<file path="src/rtl/ivf_pkg.sv">
package ivf_pkg;
  typedef enum logic {SQ_IDLE = 1'b0, SQ_WAIT = 1'b1} seq_state_e;
endpackage

</file>
<file path="src/rtl/ivf_byte_seq.sv">
module ivf_byte_seq
  import ivf_pkg::*;
#(
  parameter int TYPE_W     = 8,
  parameter int ADDR_W     = 20,
  parameter int VEC_BYTES  = 4,
  parameter int TABLE_BASE = 0,
  localparam int IDX_W     = (VEC_BYTES > 1) ? $clog2(VEC_BYTES) : 1
) (
  input  logic              clk,
  input  logic              rst,
  input  logic              req_valid,
  input  logic [TYPE_W-1:0] req_type,
  input  logic              mem_rvalid,
  output logic              mem_rd,
  output logic [ADDR_W-1:0] mem_addr,
  output logic              busy,
  output logic              beat_valid,
  output logic [IDX_W-1:0]  beat_idx,
  output logic              last_beat
);
  localparam logic [IDX_W-1:0] LAST_IDX = IDX_W'(VEC_BYTES - 1);

  seq_state_e        state_q;
  logic [IDX_W-1:0]  idx_q;
  logic [ADDR_W-1:0] addr_q;
  logic              rd_q;
  logic              busy_q;

  always_ff @(posedge clk) begin
    if (rst) begin
      state_q <= SQ_IDLE;
      idx_q   <= '0;
      addr_q  <= '0;
      rd_q    <= 1'b0;
      busy_q  <= 1'b0;
    end else begin
      rd_q <= 1'b0;
      case (state_q)
        SQ_IDLE: begin
          if (req_valid) begin
            addr_q  <= ADDR_W'(TABLE_BASE) + ADDR_W'(req_type) * ADDR_W'(VEC_BYTES);
            idx_q   <= '0;
            rd_q    <= 1'b1;
            busy_q  <= 1'b1;
            state_q <= SQ_WAIT;
          end
        end
        SQ_WAIT: begin
          if (mem_rvalid) begin
            if (idx_q == LAST_IDX) begin
              busy_q  <= 1'b0;
              state_q <= SQ_IDLE;
            end else begin
              idx_q  <= idx_q + 1'b1;
              addr_q <= addr_q + 1'b1;
              rd_q   <= 1'b1;
            end
          end
        end
        default: state_q <= SQ_IDLE;
      endcase
    end
  end

  assign mem_rd     = rd_q;
  assign mem_addr   = addr_q;
  assign busy       = busy_q;
  assign beat_valid = (state_q == SQ_WAIT) && mem_rvalid;
  assign beat_idx   = idx_q;
  assign last_beat  = beat_valid && (idx_q == LAST_IDX);
endmodule

</file>
<file path="src/rtl/ivf_vec_collect.sv">
module ivf_vec_collect #(
  parameter int DATA_W    = 8,
  parameter int VEC_BYTES = 4,
  parameter int REG_W     = 16,
  localparam int IDX_W    = (VEC_BYTES > 1) ? $clog2(VEC_BYTES) : 1,
  localparam int VEC_W    = VEC_BYTES * DATA_W
) (
  input  logic              clk,
  input  logic              rst,
  input  logic              beat_valid,
  input  logic [IDX_W-1:0]  beat_idx,
  input  logic [DATA_W-1:0] beat_data,
  input  logic              last_beat,
  output logic [REG_W-1:0]  off_d,
  output logic [REG_W-1:0]  seg_d,
  output logic              load
);
  logic [VEC_W-1:0] vec_w;

  // Earlier bytes wait in lanes; the final byte is used straight from the port.
  for (genvar g = 0; g < VEC_BYTES - 1; g++) begin : g_lane
    logic [DATA_W-1:0] lane_q;
    always_ff @(posedge clk) begin
      if (rst) lane_q <= '0;
      else if (beat_valid && beat_idx == IDX_W'(g)) lane_q <= beat_data;
    end
    assign vec_w[g*DATA_W +: DATA_W] = lane_q;
  end
  assign vec_w[VEC_W-1 -: DATA_W] = beat_data;

  assign off_d = vec_w[REG_W-1:0];
  assign seg_d = vec_w[2*REG_W-1:REG_W];
  assign load  = last_beat;
endmodule

</file>
<file path="src/rtl/ivf_phys_addr.sv">
module ivf_phys_addr #(
  parameter int REG_W     = 16,
  parameter int ADDR_W    = 20,
  parameter int SEG_SHIFT = 4
) (
  input  logic [REG_W-1:0]  seg,
  input  logic [REG_W-1:0]  off,
  output logic [ADDR_W-1:0] phys
);
  logic [ADDR_W-1:0] seg_sh;
  assign seg_sh = ADDR_W'({seg, {SEG_SHIFT{1'b0}}});
  assign phys   = seg_sh + ADDR_W'(off);
endmodule

</file>
<file path="src/rtl/ivf_pc_regs.sv">
module ivf_pc_regs #(
  parameter int REG_W    = 16,
  parameter int ADDR_W   = 20,
  parameter logic [REG_W-1:0]  RESET_SEG   = '1,
  parameter logic [REG_W-1:0]  RESET_OFF   = '0,
  parameter logic [ADDR_W-1:0] RESET_FETCH = '0
) (
  input  logic              clk,
  input  logic              rst,
  input  logic              load,
  input  logic [REG_W-1:0]  seg_d,
  input  logic [REG_W-1:0]  off_d,
  input  logic [ADDR_W-1:0] phys_d,
  output logic [REG_W-1:0]  seg_q,
  output logic [REG_W-1:0]  off_q,
  output logic [ADDR_W-1:0] fetch_q,
  output logic              done_q
);
  always_ff @(posedge clk) begin
    if (rst) begin
      seg_q   <= RESET_SEG;
      off_q   <= RESET_OFF;
      fetch_q <= RESET_FETCH;
      done_q  <= 1'b0;
    end else begin
      done_q <= load;
      if (load) begin
        seg_q   <= seg_d;
        off_q   <= off_d;
        fetch_q <= phys_d;
      end
    end
  end
endmodule

</file>
<file path="src/rtl/ivec_fetch_unit.sv">
module ivec_fetch_unit #(
  parameter int TYPE_W     = 8,
  parameter int ADDR_W     = 20,
  parameter int DATA_W     = 8,
  parameter int REG_W      = 16,
  parameter int VEC_BYTES  = 4,
  parameter int SEG_SHIFT  = 4,
  parameter int TABLE_BASE = 0,
  parameter int RESET_SEG  = 'hFFFF,
  parameter int RESET_OFF  = 0,
  localparam int IDX_W     = (VEC_BYTES > 1) ? $clog2(VEC_BYTES) : 1,
  localparam logic [ADDR_W-1:0] RESET_FETCH =
    ADDR_W'((RESET_SEG << SEG_SHIFT) + RESET_OFF)
) (
  input  logic              clk,
  input  logic              rst,
  input  logic              irq_valid,
  input  logic [TYPE_W-1:0] irq_type,
  output logic              busy,
  output logic              done,
  output logic              mem_rd,
  output logic [ADDR_W-1:0] mem_addr,
  input  logic              mem_rvalid,
  input  logic [DATA_W-1:0] mem_rdata,
  output logic [REG_W-1:0]  seg_q,
  output logic [REG_W-1:0]  off_q,
  output logic [ADDR_W-1:0] fetch_addr
);
  logic             beat_valid, last_beat, load;
  logic [IDX_W-1:0] beat_idx;
  logic [REG_W-1:0] seg_d, off_d;
  logic [ADDR_W-1:0] phys_d;

  ivf_byte_seq #(
    .TYPE_W(TYPE_W), .ADDR_W(ADDR_W), .VEC_BYTES(VEC_BYTES), .TABLE_BASE(TABLE_BASE)
  ) seq_i (
    .clk(clk), .rst(rst), .req_valid(irq_valid), .req_type(irq_type),
    .mem_rvalid(mem_rvalid), .mem_rd(mem_rd), .mem_addr(mem_addr), .busy(busy),
    .beat_valid(beat_valid), .beat_idx(beat_idx), .last_beat(last_beat)
  );

  ivf_vec_collect #(
    .DATA_W(DATA_W), .VEC_BYTES(VEC_BYTES), .REG_W(REG_W)
  ) collect_i (
    .clk(clk), .rst(rst), .beat_valid(beat_valid), .beat_idx(beat_idx),
    .beat_data(mem_rdata), .last_beat(last_beat),
    .off_d(off_d), .seg_d(seg_d), .load(load)
  );

  // The adder works on the incoming pair, so the address registers with it.
  ivf_phys_addr #(
    .REG_W(REG_W), .ADDR_W(ADDR_W), .SEG_SHIFT(SEG_SHIFT)
  ) adder_i (
    .seg(seg_d), .off(off_d), .phys(phys_d)
  );

  ivf_pc_regs #(
    .REG_W(REG_W), .ADDR_W(ADDR_W),
    .RESET_SEG(REG_W'(RESET_SEG)), .RESET_OFF(REG_W'(RESET_OFF)),
    .RESET_FETCH(RESET_FETCH)
  ) regs_i (
    .clk(clk), .rst(rst), .load(load), .seg_d(seg_d), .off_d(off_d),
    .phys_d(phys_d), .seg_q(seg_q), .off_q(off_q), .fetch_q(fetch_addr),
    .done_q(done)
  );
endmodule

</file>
<file path="config.mk">
export PLATFORM = sky130hd
export DESIGN_NAME = ivec_fetch_unit
export DESIGN_NICKNAME = d
export VERILOG_FILES = /design/src/rtl/ivf_pkg.sv /design/src/rtl/ivf_byte_seq.sv /design/src/rtl/ivf_vec_collect.sv /design/src/rtl/ivf_phys_addr.sv /design/src/rtl/ivf_pc_regs.sv /design/src/rtl/ivec_fetch_unit.sv
export SDC_FILE = /design/constraint.sdc
export NUM_CORES = 1
export LEC_CHECK = 0
export BUFFER_PORTS_ARGS = -buffer_cell sky130_fd_sc_hd__buf_2
export CORE_MARGIN = 4
export CORE_UTILIZATION = 35
export DETAILED_ROUTE_END_ITERATION = 8
export PLACE_DENSITY_LB_ADDON = 0.2
export RECOVER_POWER = 25
export SKIP_CTS_REPAIR_TIMING = 1
export SYNTH_ARGS = -nofsm -noshare
export SYNTH_HDL_FRONTEND = slang
export SYNTH_SLANG_ARGS = --single-unit
</file>
<file path="constraint.sdc">
create_clock -name clk -period 1.8 [get_ports clk]
set_input_delay 0.18 -clock clk [delete_from_list [all_inputs] [get_ports clk]]
set_output_delay 0.18 -clock clk [all_outputs]
set_load 0.05 [all_outputs]
</file>
; After elaboration in Yosys (flattened, before gate mapping)
; Index checks and enable logic that the tools add are counted.
[word_totals]
reg_bits = 102
elab_cells = 49
input_bits = 20
[op_classes]
addsub = 3
n_eq_ne = 7
n_bitwise = 1
n_mux = 18
n_reduce_logical = 8
[ops]
columns = operator, n
row1 = two-way mux 20 bit, 3
row2 = case mux 20 bit (2 select lines), 1
row3 = "adder 20 x 1 -> 20 bit, second input constant", 1
row4 = adder 20 x 16 -> 20 bit, 1
row5 = "!= test 2 bit, second input constant", 4
row6 = two-way mux 1 bit, 7
row7 = two-way mux 2 bit, 3
row8 = case mux 1 bit (2 select lines), 3
row9 = AND reduction 3 bit, 2
row10 = logical AND 1 bit, 5
row11 = "equality test 2 bit, second input constant", 2
row12 = case mux 2 bit (2 select lines), 1
row13 = "adder 2 x 1 -> 2 bit, second input constant", 1
row14 = "equality test 2 x 1 -> 1 bit, second input constant", 1
row15 = zero test 2 bit, 1
row16 = NOT 1 bit, 1

; Longest topological paths before layout
[logic_depth]
word_depth = 4
depth_mapped = 8
ltp_nobuf = 8

; Modules after synthesis
; From an unflattened synthesis, not the netlist that was laid out.
[hier_totals]
cells_unflattened = 542
area_unflattened_um2 = 5084.9
[modules_own_cells]
columns = module, seq_area_each_um2, cells_each, area_each_um2, n_inst
row1 = ivf_pc_regs, 1061.0, 173, 1915.6, 1
row2 = ivf_byte_seq, 500.5, 161, 1281.2, 1
row3 = ivf_vec_collect, 480.5, 100, 1067.3, 1
row4 = ivf_phys_addr, 0.0, 108, 820.8, 1

; Worst setup path after synthesis
; Ideal clock, no wire load.
[synth_timing]
path_kind = register -> register
start = register seq_i.addr_q[0] (netlist: seq_i.mem_addr[0])
end = register seq_i.addr_q[17] (netlist: seq_i.mem_addr[17])
required_time_ps = 1727
synth_period_minus_slack_ps = 2031
arrival_ps = 1958
path_stages_with_launch = 7
path_slack_ps = -231
n_path_buf = 0
setup_ps = 73
cell_sequence = dfxtp_1 -> and3_1 -> nand3_1 -> nor4_4 -> nand2_2 -> or3_1 -> a21oi_1
[synth_between]
elab_chain_len = 4
[synth_lines]
columns = element, line_no
row1 = start: declaration, ivf_byte_seq.sv:26  ; logic [ADDR_W-1:0] addr_q;
row2 = start signal: assignment, ivf_byte_seq.sv:42  ; addr_q <= ADDR_W'(TABLE_BASE) + ADDR_W'(req_type) * ADDR_W'(VEC_BYTES);
row3 = start signal: assignment, ivf_byte_seq.sv:56  ; addr_q <= addr_q + 1'b1;
row4 = adder 20 x 1 -> 20 bit, ivf_byte_seq.sv:56
row5 = two-way mux 20 bit, ivf_byte_seq.sv:51  ; if (idx_q == LAST_IDX) begin
row6 = two-way mux 20 bit, ivf_byte_seq.sv:50  ; if (mem_rvalid) begin
row7 = case mux 20 bit (2 select lines), ivf_byte_seq.sv:39  ; case (state_q)
; Every way passes these cells. The select of a mux whose other input is x is not followed.
; A chain may end at the register's enable or synchronous reset.

; Worst setup path after layout
[layout_timing]
start = register collect_i.g_lane[2].lane_q[0]
end = register regs_i.fetch_q[18]
[layout_between]
elab_chain_len = 1
[layout_lines]
columns = element, line_no
row1 = start: declaration, ivf_vec_collect.sv:22  ; logic [DATA_W-1:0] lane_q;
row2 = start signal: assignment, ivf_vec_collect.sv:25  ; else if (beat_valid && beat_idx == IDX_W'(g)) lane_q <= beat_data;
row3 = adder 20 x 16 -> 20 bit, ivf_phys_addr.sv:12  ; assign phys = seg_sh + ADDR_W'(off);
row4 = end signal: assignment, ivf_pc_regs.sv:30  ; fetch_q <= phys_d;
row5 = end: declaration, ivf_pc_regs.sv:16  ; output logic [ADDR_W-1:0] fetch_q,
; Every way passes these cells.

==> metrics.md <==
| Metric | Value |
|---|---|
| Synth Area per Inst | roughly 8.3 sq um |
| Worst-margin pin slew | approximately 650 ps |
| Worst Path Max Fanout | 4 |
| Gr usage total | 0.168 |
| Fin. max-slew vios | 0 |
| CP peak stage delay | between 300 and 400 ps |
| Hold Startpoint | irq_valid |
| Drt drc | 0 |
| Grt total ovfl | 0 |
| Fin. Hold Viols | 0 |
| Flops & latches, synth | 98 |
| NetSw | 1.15 mW |
| Max Root-Sink Buffers | 2 |
| Post-synthesis sequential area ratio | 0.442 |
| Syn Std Cell Area | 4440 sq um |
| TritonCTS clock tree | yes |
| Layout cells sized above 1 | 0.252 |
| Largest net degree at the start of global routing | 47 |
| Initial Util | 0.363 |
| RSZ-0062 raised after global routing | true |
| WHS | 107 ps |
| Fillers | 1268 |
| Initial antenna violation count | 0 |
| Primary FF master, synth | dfxtp_1 |
| Core Area | 12200 sq um |
| Clk pwr share | 0.449 |
| Crit-path slowest cell | fa_2 |
| Rows | 40 |
| Worst-skew pair later-pin latency | 350 ps |
| CP Data Arrival Time | 2280 ps |
| Syn nets | 570 |
| Vias | approximately 4000 |
| Detail Placement HPWL | 8760 um |
| Total CTS buffers | 9 |
| Maxcap violations | 0 |
| Number of unique standard cell types used by synthesis | 48 |
| CTS Sinks | 98 |
| DRT Pass-1 Iters | 4 |
| Fin nets | 696 |
| Pwr dens | 813 nW/um^2 |
| Root buf cell | clkbuf_16 |
| Failing checks | setup timing |
| Die Ht | 121 um |
| DRT Wirelength | 12400 um |
| First-pass GRT wire length | 19500 um |
| Gp weighted congestion | 0.885 |
| WP data required | 2060 ps |
| Worst Setup Path Type | reg -> reg |
| Die X | ~120 um |
| Peak supply drop | 0.492 mV |
| # diodes | 0 |
| Min cycle time layout | 2020 ps |
| Max Clk Rate | roughly 0.50 GHz |
| Slew headroom | 0.569 |
| CP dominant cell by count | a21oi_2 |
| Final Cycle Share | 1.12 |
| Vias in the first global route | 3824 |
| Worst Setup SP | collect_i.g_lane[2].lane_q[0]$_SDFFE_PP0P_ |
| Port Buf Inserts | 94 |
| Cell taking the most area after synthesis | dfxtp_1 |
| Switching share of power | 0.242 |
| Worst Skew | 11.1 ps |
| CP startpoint kind | flip-flop |
| Ports | 95 |
| Power Internal | 3.59 mW |
| # H-tree levels | 3 |
| Status | complete, but fails checks |
| Die ar. | 14500 sq um |
| Synth Warn # | 0 |
| Seq pwr share | 0.471 |
| Wire per inst | 15.0 um |
| Commonest non-fill, non-tap cell in the layout | nand2_1 |
| Logic pwr share | 0.080 |
| Synth area leaders | dfxtp_1 (44%), nand2_1 (8.5%), mux2i_1 (5.9%) |
| Worst hold path type | in -> reg |
| Post-synth top area share | 0.442 |
| Vias per inst | slightly below 5 |
| Worst setup EP type | flip-flop |
| Asr flop ratio synth | 0 |
| Most frequent cells in the layout | nand2_1 (101), dfxtp_1 (82), nor2_1 (59), buf_2 (55), buf_4 (54) |
| R2r startpoint | collect_i.g_lane[2].lane_q[0]$_SDFFE_PP0P_ |
| Antenna viol nets, final | 0 |
| Initial DRC Count | 251 |
| Final setup violation count | 7 |
| Synth-to-layout area growth | 31.4% |
| Number of flops mapped to enable cells by yosys | 0 |
| Cells after Synth | 532 |
| Clock transition at path regs | around 70 ps |
| Design Power | 4.74 mW |
| Leak Pwr | 2.64 nW |
| Crit-path cells | ha_4 -> fa_2 -> a21oi_2 -> nand4b_1 -> a21oi_2 -> o211ai_1 -> a21oi_1 -> a311oi_1 |
| PnR worst setup slack | -220 ps |
kinds of logic (layout without fill, tap and decap cells):
family / count (synthesis) / in the layout / share of synthesized area
simple gates: 234 / 234 / 0.240
flops: 98 / 98 / 0.442
compound gates: 96 / 96 / 0.130
buf+inv: 43 / 173 / 0.0434
mux: 27 / 27 / 0.0612
fa+ha+maj: 18 / 18 / 0.0524
xor+xnor: 16 / 16 / 0.0316
layout make-up:
type	count	area, sq um	share of cell area
Clock buffer	10	239	0.0410
Clock inverter	5	85.1	0.0146
Inverter	8	30.0	0.00515
Multi-Input combinational cell	391	2420	0.416
Sequential cell	98	1980	0.340
Tap cell	168	210	0.0361
Timing Repair Buffer	150	858	0.147
power by group through the flow:
stage	sequential, mW	combinational [mW]	clock, mW
6_report	2.23	0.379	2.13
5_1_grt	2.24	0.414	2.26
4_1_cts	2.23	0.372	2.18
3_5_place_dp	2.28	0.372	0
3_3_place_gp	2.28	0.366	0
2_1_floorplan	2.34	0.182	0
path summary, 6_finish.rpt:
path	slack, ps	cells after the start	endpoint
setup / recovery	-220	8	regs_i.fetch_q[18]$_SDFFE_PP1P_
hold / removal	110	3	seq_i.state_q$_SDFF_PP0_
setup reg to reg	-220	8	regs_i.fetch_q[18]$_SDFFE_PP1P_
hold reg to reg	450	2	regs_i.off_q[11]$_SDFFE_PP0P_
state kept, by name (all words and copies together) (netlist names):
register,flops
collect_i.g_lane.lane_q,24
regs_i.done_q,1
regs_i.fetch_q,20
regs_i.off_q,12
regs_i.seg_q,16
seq_i.beat_idx,2
seq_i.busy,1
seq_i.mem_addr,20
seq_i.mem_rd,1
seq_i.state_q,1
Yosys cell counts (2+ instances only):
master,instances
nand2_1,101
clkbuf_1,22
a211oi_1,3
nand2b_1,3
nor3_1,5
nand4b_1,2
buf_1,5
o22ai_1,3
or3_1,3
a22oi_1,4
a21oi_1,41
a21o_1,7
buf_4,6
a31oi_1,3
inv_1,8
nand3_1,35
xor2_1,8
o21bai_1,2
mux2i_1,26
and2_1,2
and4_1,2
ha_1,17
o211ai_1,8
nand4_1,7
o21ai_0,18
nor2b_1,4
and3_1,4
xnor2_1,8
nor2_1,59
dfxtp_1,98
per-layer routing:
| layer | GRT usage | vias to the layer above | routed length [um] |
|---|---|---|---|
| met1 | 0.228 | 1918 | 5890 |
| met5 | 0 | - | 0 |
| met3 | 0.0440 | 8 | 702 |
| li1 | - | 2068 | - |
| met4 | 0.0368 | 0 | 96 |
| met2 | 0.271 | 107 | 5730 |
through the flow:
stage | utilization | TNS [ps] | instances | worst slack, ps | cell area (sq um)
4_1_cts | 0.468 | -634 | 822 | -182 | 5710
5_1_grt | 0.477 | -1910 | 830 | -411 | 5830
3_3_place_gp | 0.441 | -400 | 807 | -146 | 5390
6_report | 0.477 | -892 | 830 | -220 | 5830
3_5_place_dp | 0.441 | -485 | 807 | -155 | 5390
2_1_floorplan | - | -84.5 | 532 | -29.8 | 4490
worst max-delay path, delay by kind of cell, from the launching register on:
family | cells | cell delay (ps)
DFF | 1 | 340
and+or+nand+nor | 1 | 170
AOI/OAI and AO/OA | 5 | 890
adders and majority gates | 2 | 530
No activity file was read; power rests on OpenSTA's default activity.
